--- src/rtl/dio_pkg.sv ---
package dio_pkg;

    // Personality of the two highest latches
    typedef enum logic [1:0] {
        UPPER_PINS      = 2'd0,
        UPPER_REG_HALT  = 2'd1,
        UPPER_REG_PLAIN = 2'd2
    } upper_mode_e;

    // Strobes that reach a single latch cell
    typedef struct packed {
        logic set;
        logic clr;
    } dio_cmd_t;

    // True when bit idx faces a pad under the chosen personality
    function automatic bit is_pad_bit(int idx, int nbits, upper_mode_e mode);
        return (idx < nbits - 2) || (mode == UPPER_PINS);
    endfunction

    // True when bit idx is the run flag woken by prescaler overflow
    function automatic bit is_wake_bit(int idx, int nbits, upper_mode_e mode);
        return (idx == nbits - 1) && (mode == UPPER_REG_HALT);
    endfunction

endpackage

--- src/rtl/dio_addr_decode.sv ---
module dio_addr_decode #(
    parameter int N_BITS = 16,
    localparam int AW    = $clog2(N_BITS)
) (
    input  logic [AW-1:0]     addr,
    output logic [N_BITS-1:0] sel
);
    for (genvar i = 0; i < N_BITS; i++) begin : g_dec
        assign sel[i] = (addr == AW'(i));
    end
endmodule

--- src/rtl/dio_bit_cell.sv ---
module dio_bit_cell
    import dio_pkg::*;
#(
    parameter bit PAD_BIT  = 1'b1,
    parameter bit WAKE_BIT = 1'b0
) (
    input  logic     clk,
    input  logic     rst,
    input  logic     sel,
    input  dio_cmd_t cmd,
    input  logic     wake,
    input  logic     pad_lvl,
    output logic     latch_q,
    output logic     oe,
    output logic     sense
);
    logic do_set;
    logic do_clr;
    logic pad_eff;

    // set (or wake on the run flag) beats clear
    assign do_set = (sel && cmd.set) || (WAKE_BIT && wake);
    assign do_clr = sel && cmd.clr;

    always_ff @(posedge clk) begin
        if (rst) begin
            latch_q <= 1'b1;
        end else if (do_set) begin
            latch_q <= 1'b1;
        end else if (do_clr) begin
            latch_q <= 1'b0;
        end
    end

    // open-drain: a 0 in the latch pulls the pad low
    assign pad_eff = PAD_BIT ? pad_lvl : 1'b1;
    assign oe      = PAD_BIT ? ~latch_q : 1'b0;
    assign sense   = latch_q & pad_eff;
endmodule

--- src/rtl/dio_sense_reg.sv ---
module dio_sense_reg #(
    parameter int N_BITS = 16,
    localparam int AW    = $clog2(N_BITS)
) (
    input  logic              clk,
    input  logic              rst,
    input  logic              strobe,
    input  logic [AW-1:0]     addr,
    input  logic [N_BITS-1:0] sense,
    output logic              result
);
    always_ff @(posedge clk) begin
        if (rst) begin
            result <= 1'b0;
        end else if (strobe) begin
            result <= sense[addr];
        end
    end
endmodule

--- src/rtl/dio_bank.sv ---
module dio_bank
    import dio_pkg::*;
#(
    parameter int          N_BITS     = 16,
    parameter upper_mode_e UPPER_MODE = UPPER_REG_HALT,
    localparam int         AW         = $clog2(N_BITS),
    localparam int         FLAG_IDX   = N_BITS - 1,
    localparam bit         HALT_EN    = (UPPER_MODE == UPPER_REG_HALT)
) (
    input  logic              clk,
    input  logic              rst,
    input  logic [AW-1:0]     y_addr,
    input  logic              set_stb,
    input  logic              clr_stb,
    input  logic              test_stb,
    input  logic              tick_ovf,
    input  logic [N_BITS-1:0] pad_in,
    output logic [N_BITS-1:0] pad_oe,
    output logic              test_bit,
    output logic              cpu_halt
);
    logic [N_BITS-1:0] sel;
    logic [N_BITS-1:0] latch_v;
    logic [N_BITS-1:0] sense_v;
    dio_cmd_t          cmd;

    assign cmd.set = set_stb;
    assign cmd.clr = clr_stb;

    dio_addr_decode #(.N_BITS(N_BITS)) u_dec (
        .addr (y_addr),
        .sel  (sel)
    );

    for (genvar i = 0; i < N_BITS; i++) begin : g_cell
        dio_bit_cell #(
            .PAD_BIT  (is_pad_bit(i, N_BITS, UPPER_MODE)),
            .WAKE_BIT (is_wake_bit(i, N_BITS, UPPER_MODE))
        ) u_cell (
            .clk     (clk),
            .rst     (rst),
            .sel     (sel[i]),
            .cmd     (cmd),
            .wake    (tick_ovf),
            .pad_lvl (pad_in[i]),
            .latch_q (latch_v[i]),
            .oe      (pad_oe[i]),
            .sense   (sense_v[i])
        );
    end

    dio_sense_reg #(.N_BITS(N_BITS)) u_sense (
        .clk    (clk),
        .rst    (rst),
        .strobe (test_stb),
        .addr   (y_addr),
        .sense  (sense_v),
        .result (test_bit)
    );

    if (HALT_EN) begin : g_halt
        assign cpu_halt = ~latch_v[FLAG_IDX];
    end else begin : g_nohalt
        assign cpu_halt = 1'b0;
    end
endmodule

--- config.mk ---
export PLATFORM = sky130hd
export DESIGN_NAME = dio_bank
export DESIGN_NICKNAME = d
export VERILOG_FILES = /design/src/rtl/dio_pkg.sv /design/src/rtl/dio_addr_decode.sv /design/src/rtl/dio_bit_cell.sv /design/src/rtl/dio_sense_reg.sv /design/src/rtl/dio_bank.sv
export SDC_FILE = /design/constraint.sdc
export NUM_CORES = 1
export LEC_CHECK = 0
export BUFFER_PORTS_ARGS = -buffer_cell sky130_fd_sc_hd__buf_2
export CAP_MARGIN = 20
export CORE_ASPECT_RATIO = 1.1
export CORE_MARGIN = 5
export CORE_UTILIZATION = 45
export DETAILED_ROUTE_END_ITERATION = 16
export GPL_TIMING_DRIVEN = 0
export PLACE_DENSITY_LB_ADDON = 0.12
export RECOVER_POWER = 100
export SYNTH_ARGS = -nofsm -noshare
export SYNTH_HDL_FRONTEND = slang
export SYNTH_SLANG_ARGS = --single-unit
export TNS_END_PERCENT = 100
--- constraint.sdc ---
create_clock -name clk -period 1.4 [get_ports clk]
set_clock_uncertainty 0.15 [all_clocks]
set_input_delay 0.14 -clock clk [delete_from_list [all_inputs] [get_ports clk]]
set_output_delay 0.14 -clock clk [all_outputs]
set_load 0.03 [all_outputs]
Word-level counts from Yosys, hierarchy flattened
Index checks and enable logic that the tools add are counted.

storage, ports and cells
  register bits = 17
  latch bits = 0
  RAM bits = 0
  memory bits (read-only) = 0
  bits of input ports = 26
  output and inout port bits = 18
  word-level logic and storage cells = 114
  memories = 0

operators by class
  $add $sub $neg = 0
  multipliers = 0
  div/mod/pow operators = 0
  magnitude comparators = 1
  equality and inequality tests = 15
  shift-type cells = 0
  mux-type cells = 2
  bitwise logic cells = 29
  reductions and logical operators = 50

operator list
  cell                                                        number
  == test 4 bit, second input constant                        8
  logical AND 1 bit                                           32
  OR reduction 2 bit                                          16
  == test 4 x 3 -> 1 bit, second input constant               4
  NOT 1 bit                                                   15
  bitwise AND 1 bit                                           14
  == test 4 x 2 -> 1 bit, second input constant               2
  less-than comparator 4 x 5 -> 1 bit, second input constant  1
  binary-select mux 1 bit (select 4 bit)                      1
  == test 4 x 1 -> 1 bit, second input constant               1
  logical NOT 4 bit                                           1
  logical OR 1 bit                                            1
  2-to-1 mux 1 bit                                            1

Depth between registers and ports, before layout
  depth after elaboration = 4
  depth in mapped cells = 7

Hierarchy
From an unflattened synthesis, not the netlist that was laid out.

second synthesis, totals
  cells, all modules = 122
  area, all modules = 1,153.6 sq um

modules (own cells, without submodules)
  module                                instances  cells each  area each (sq um)  sequential area each (sq um)
  dio_bit_cell at g_cell[0].u_cell ...  14         5           43.8               20.0
  dio_addr_decode                       1          20          226.5              0.0
  dio_sense_reg                         1          19          200.2              20.0
  dio_bit_cell at g_cell[15].u_cell     1          6           57.6               20.0
  dio_bit_cell at g_cell[14].u_cell     1          6           52.6               20.0
  dio_bank                              1          1           3.8                0.0

Worst setup path after synthesis
No wires, ideal clock.

  kind = input-to-reg
  start = input port y_addr[1]
  end = register u_sense.result
  library setup time = 0.139 ns
  data arrival time = 0.967 ns
  slack = 0.144 ns
  cell stages on the path = 7
  path through = buf_6 -> and2b_1 -> buf_6 -> nand3_2 -> nand2_1 -> o311ai_1 -> a41oi_1

between the ends
  cells in the longest elaborated chain, start to end = 2

ends and longest elaborated chain
  element                                 RTL line             text
  start, declared                         dio_bank.sv:12       input logic [AW-1:0] y_addr,
  binary-select mux 1 bit (select 4 bit)  dio_sense_reg.sv:16  result <= sense[addr];
  2-to-1 mux 1 bit (implied by the code)  dio_sense_reg.sv:16
  end signal, assigned                    dio_sense_reg.sv:16
  end, declared                           dio_sense_reg.sv:10  output logic result

Every way passes these cells. The select of a mux whose other input is x is not followed.
A chain may end at the register's enable or synchronous reset.

Worst setup path in the final report
  start = register g_cell[10].u_cell.latch_q
  end = output port pad_oe[10]

between the ends
  cells in the longest elaborated chain, start to end = 1

ends and longest elaborated chain
  element                 RTL line            text
  start, declared         dio_bit_cell.sv:13  output logic latch_q,
  start signal, assigned  dio_bit_cell.sv:27  latch_q <= 1'b1;
  start signal, assigned  dio_bit_cell.sv:29  latch_q <= 1'b1;
  start signal, assigned  dio_bit_cell.sv:31  latch_q <= 1'b0;
  NOT 1 bit               dio_bit_cell.sv:37  assign oe = PAD_BIT ? ~latch_q : 1'b0;
  end, declared           dio_bank.sv:18      output logic [N_BITS-1:0] pad_oe,

Every way passes these cells.

==> run_results.csv <==
group,metric,value,unit
place,place.gp.congestion,0.868,
routing,routed_wl,2660,microns
clocking,path_clk_slew,0.11,ns
routing,dr.pass1.iters,4,
place,place_hpwl,2090,microns
power_and_ir_drop,p_comb_share,22.8,%
synth,yosysSeqAreaShare,31.8,%
worst_setup_path,start_kind,"flip-flop",
timing,setup_violations,0,
global_routing,antenna_found_initial,0,
synth,synth_most_common_cell,"nand2_1",
timing,hold_viol_final,0,
power_and_ir_drop,power.leakage,0.746,nW
floorplan,core,2250,sq um
clocking,ctsResizeCount,0,
floorplan,row_count,18,
clocking,post_cts_buffers,0,
synth,synth.area.mux_share,0,%
worst_setup_path,criticalPathCategory,"flip-flop to output pin",
clocking,clockBufferDepth,2,
floorplan,dieHeight,61.1,microns
timing,fmax,764,MHz
worst_setup_path,crit_arrival,1.02,ns
synth,synth_seq_cells,17,
place,post_dp_cell_area,1300,sq um
final_layout,nFillCells,234,
power_and_ir_drop,sequentialPowerShare,49.8,%
global_routing,first_global_vias,1052,
synth,avgSynthCellArea,7.33,sq um
place,dp.cells,214,
floorplan,io_pins,44,
final_layout,regArea,340,sq um
routing,ant_nets,0,
final_layout,area_delta_synth_final,25.3,%
final_layout,finalNetCount,217,
clocking,cts_tree,"yes",
synth,synth-compound-area-share,23.2,%
final_layout,fin_util,59.5,%
timing,period_minus_slack,1.31,ns
clocking,cts_root_buf,"clkbuf_4",
floorplan,dieWidth,56.5,microns
timing,rsz0062_at_grt,"false",
global_routing,grt_start_max_net_pins,11,
clocking,clock-sinks,17,
synth,synth_edf_count,0,
worst_setup_path,crit_fanout,3,
run_status,status,"completed",
worst_setup_path,endpoint_kind,"output pin",
synth,synth_warnings,0,
floorplan,die_area,3450,sq um
synth,synth.area.top_cells,"dfxtp_1, buf_4, nand2_1, a21oi_1, inv_1",
worst_setup_path,critPathRequiredTime,1.11,ns
final_layout,multi_input_area,497,sq um
final_layout,fin_cells,220,
run,maxCapViolations,0,
global_routing,grt_pass1_wl,4420,microns
synth,synth-simple-area-share,22.6,%
synth,synthArstFlopShare,0,%
timing,finalCritPeriodShare,93.5,%
global_routing,grt_usage,16.6,%
final_layout,design_area,1340,sq um
min_path,hp-class,"primary input to flip-flop",
power_and_ir_drop,pwr-share-clk,27.4,%
clocking,cts_buffers,3,
power_and_ir_drop,vdd_drop_max,0.672,mV
power_and_ir_drop,powerDensity,753,nW/um^2
clocking,h-tree-depth,1,
synth,synth_top_family_by_area,"compound AO/OA/AOI/OAI gates",
synth,synthXorXnorAreaFrac,0,%
routing,dr_total_vias,1073,
synth,synthCells,146,
global_routing,overflow,0,
place,buffer_ports.inserted,37,
power_and_ir_drop,switchingPower,0.308,mW
timing,drv_slew,0,
routing,drt-vias-per-instance,4.88,
power_and_ir_drop,p_int,0.701,mW
synth,synth_commonest_cells,"nand2_1, buf_4, dfxtp_1",
final_layout,diodes,0,
synth,synth_top_flop_cell,"dfxtp_1",
power_and_ir_drop,switching_share,30.5,%
routing,drc,0,
synth,synth_top_area_share,31.8,%
routing,first_iter_violations,32,
synth,synth_top_area_cell,"dfxtp_1",
synth,synth_cell_types,28,
final_layout,drive_gt1_share,32.6,%
synth,synth_area,1070,sq um
floorplan,start_util,47.5,%
routing,drt-wirelength-per-cell,12.1,microns
clocking,worstSkewPairLatency,0.30,ns
synth,synthAdderAreaFrac,0,%
-- sequential cells by signal (all words and copies together) (netlist names) --
name / cells
u_sense.result: 1
g_cell.u_cell.latch_q: 16
-- stage by stage --
step                      hold WS, ns  total power, mW  setup slack, ns  TNS (ns)
final                          0.0849             1.01           0.0914         0
after global routing            0.123             1.06           0.0274         0
after CTS                      0.0787             1.02           0.0977         0
after detailed placement        0.189            0.741           -0.115    -0.115
after global placement          0.183            0.737          -0.0948   -0.0948
after floorplan                0.0861            0.667            0.144         0
-- timing repair --
item,in CTS,in global routing
endpoints found under the setup margin,0,0
endpoints found under the hold margin,2,0
hold buffers,2,0
-- cell type report --
type | count | area share [%]
flip-flops and latches | 17 | 25.4
clock inverters | 1 | 0.373
clock buffers | 3 | 1.68
multi-input cells | 92 | 37.1
well taps | 30 | 2.80
plain buffers | 23 | 13.4
repair buffers | 39 | 15.0
inverters | 15 | 4.20
-- worst paths after layout --
check / start / end / slack [ns] / cells after the start
setup reg to reg: g_cell[8].u_cell.latch_q / u_sense.result / 0.13 / 4
setup / recovery: g_cell[10].u_cell.latch_q / pad_oe[10] / 0.09 / 3
hold reg to reg: g_cell[14].u_cell.latch_q / g_cell[14].u_cell.latch_q / 0.33 / 2
hold / removal: clr_stb / g_cell[7].u_cell.latch_q / 0.08 / 4
-- power groups by stage --
stage                     clock network, mW  registers [mW]  logic (mW)
final                                 0.277           0.502       0.230
after global routing                  0.303           0.504       0.255
after CTS                             0.282           0.502       0.232
after detailed placement                  0           0.514       0.227
after global placement                    0           0.513       0.224
after floorplan                           0           0.517       0.150
-- routing by layer --
layer  vias up  share of wire (%)  track usage [%]
li1        555                  -                -
met1       471                 44             19.2
met2        40                 47             30.0
met3         7                7.3             2.73
met4         0                2.3             8.14
met5         -                  0                0
-- cell families after synthesis --
| family | Yosys count |
|---|---|
| DFF | 17 |
| other | 1 |
| buffers and inverters | 38 |
| AOI/OAI and AO/OA | 42 |
| and+or+nand+nor | 48 |
-- placed cells by master, fill, tap and decap left out, types with 3 or more instances in the layout --
| master | synthesis | routed |
|---|---|---|
| nand3_1 | 10 | 10 |
| clkbuf_4 | 0 | 3 |
| o21ai_1 | 7 | 6 |
| buf_6 | 4 | 4 |
| clkbuf_1 | 2 | 5 |
| buf_2 | 0 | 20 |
| a211o_1 | 4 | 4 |
| inv_1 | 15 | 15 |
| o21ai_0 | 9 | 10 |
| nand2_1 | 21 | 21 |
| nor2_1 | 3 | 3 |
| clkbuf_2 | 0 | 14 |
| a21oi_1 | 15 | 15 |
| dfxtp_1 | 17 | 17 |
| buf_4 | 17 | 17 |
-- worst max-delay path: stages, from the launching register on --
cell and delay, ns:
dfxtp_1 0.38, inv_1 0.05, buf_4 0.12, clkbuf_2 0.17
Note: power is estimated with default switching activity, not from simulation.
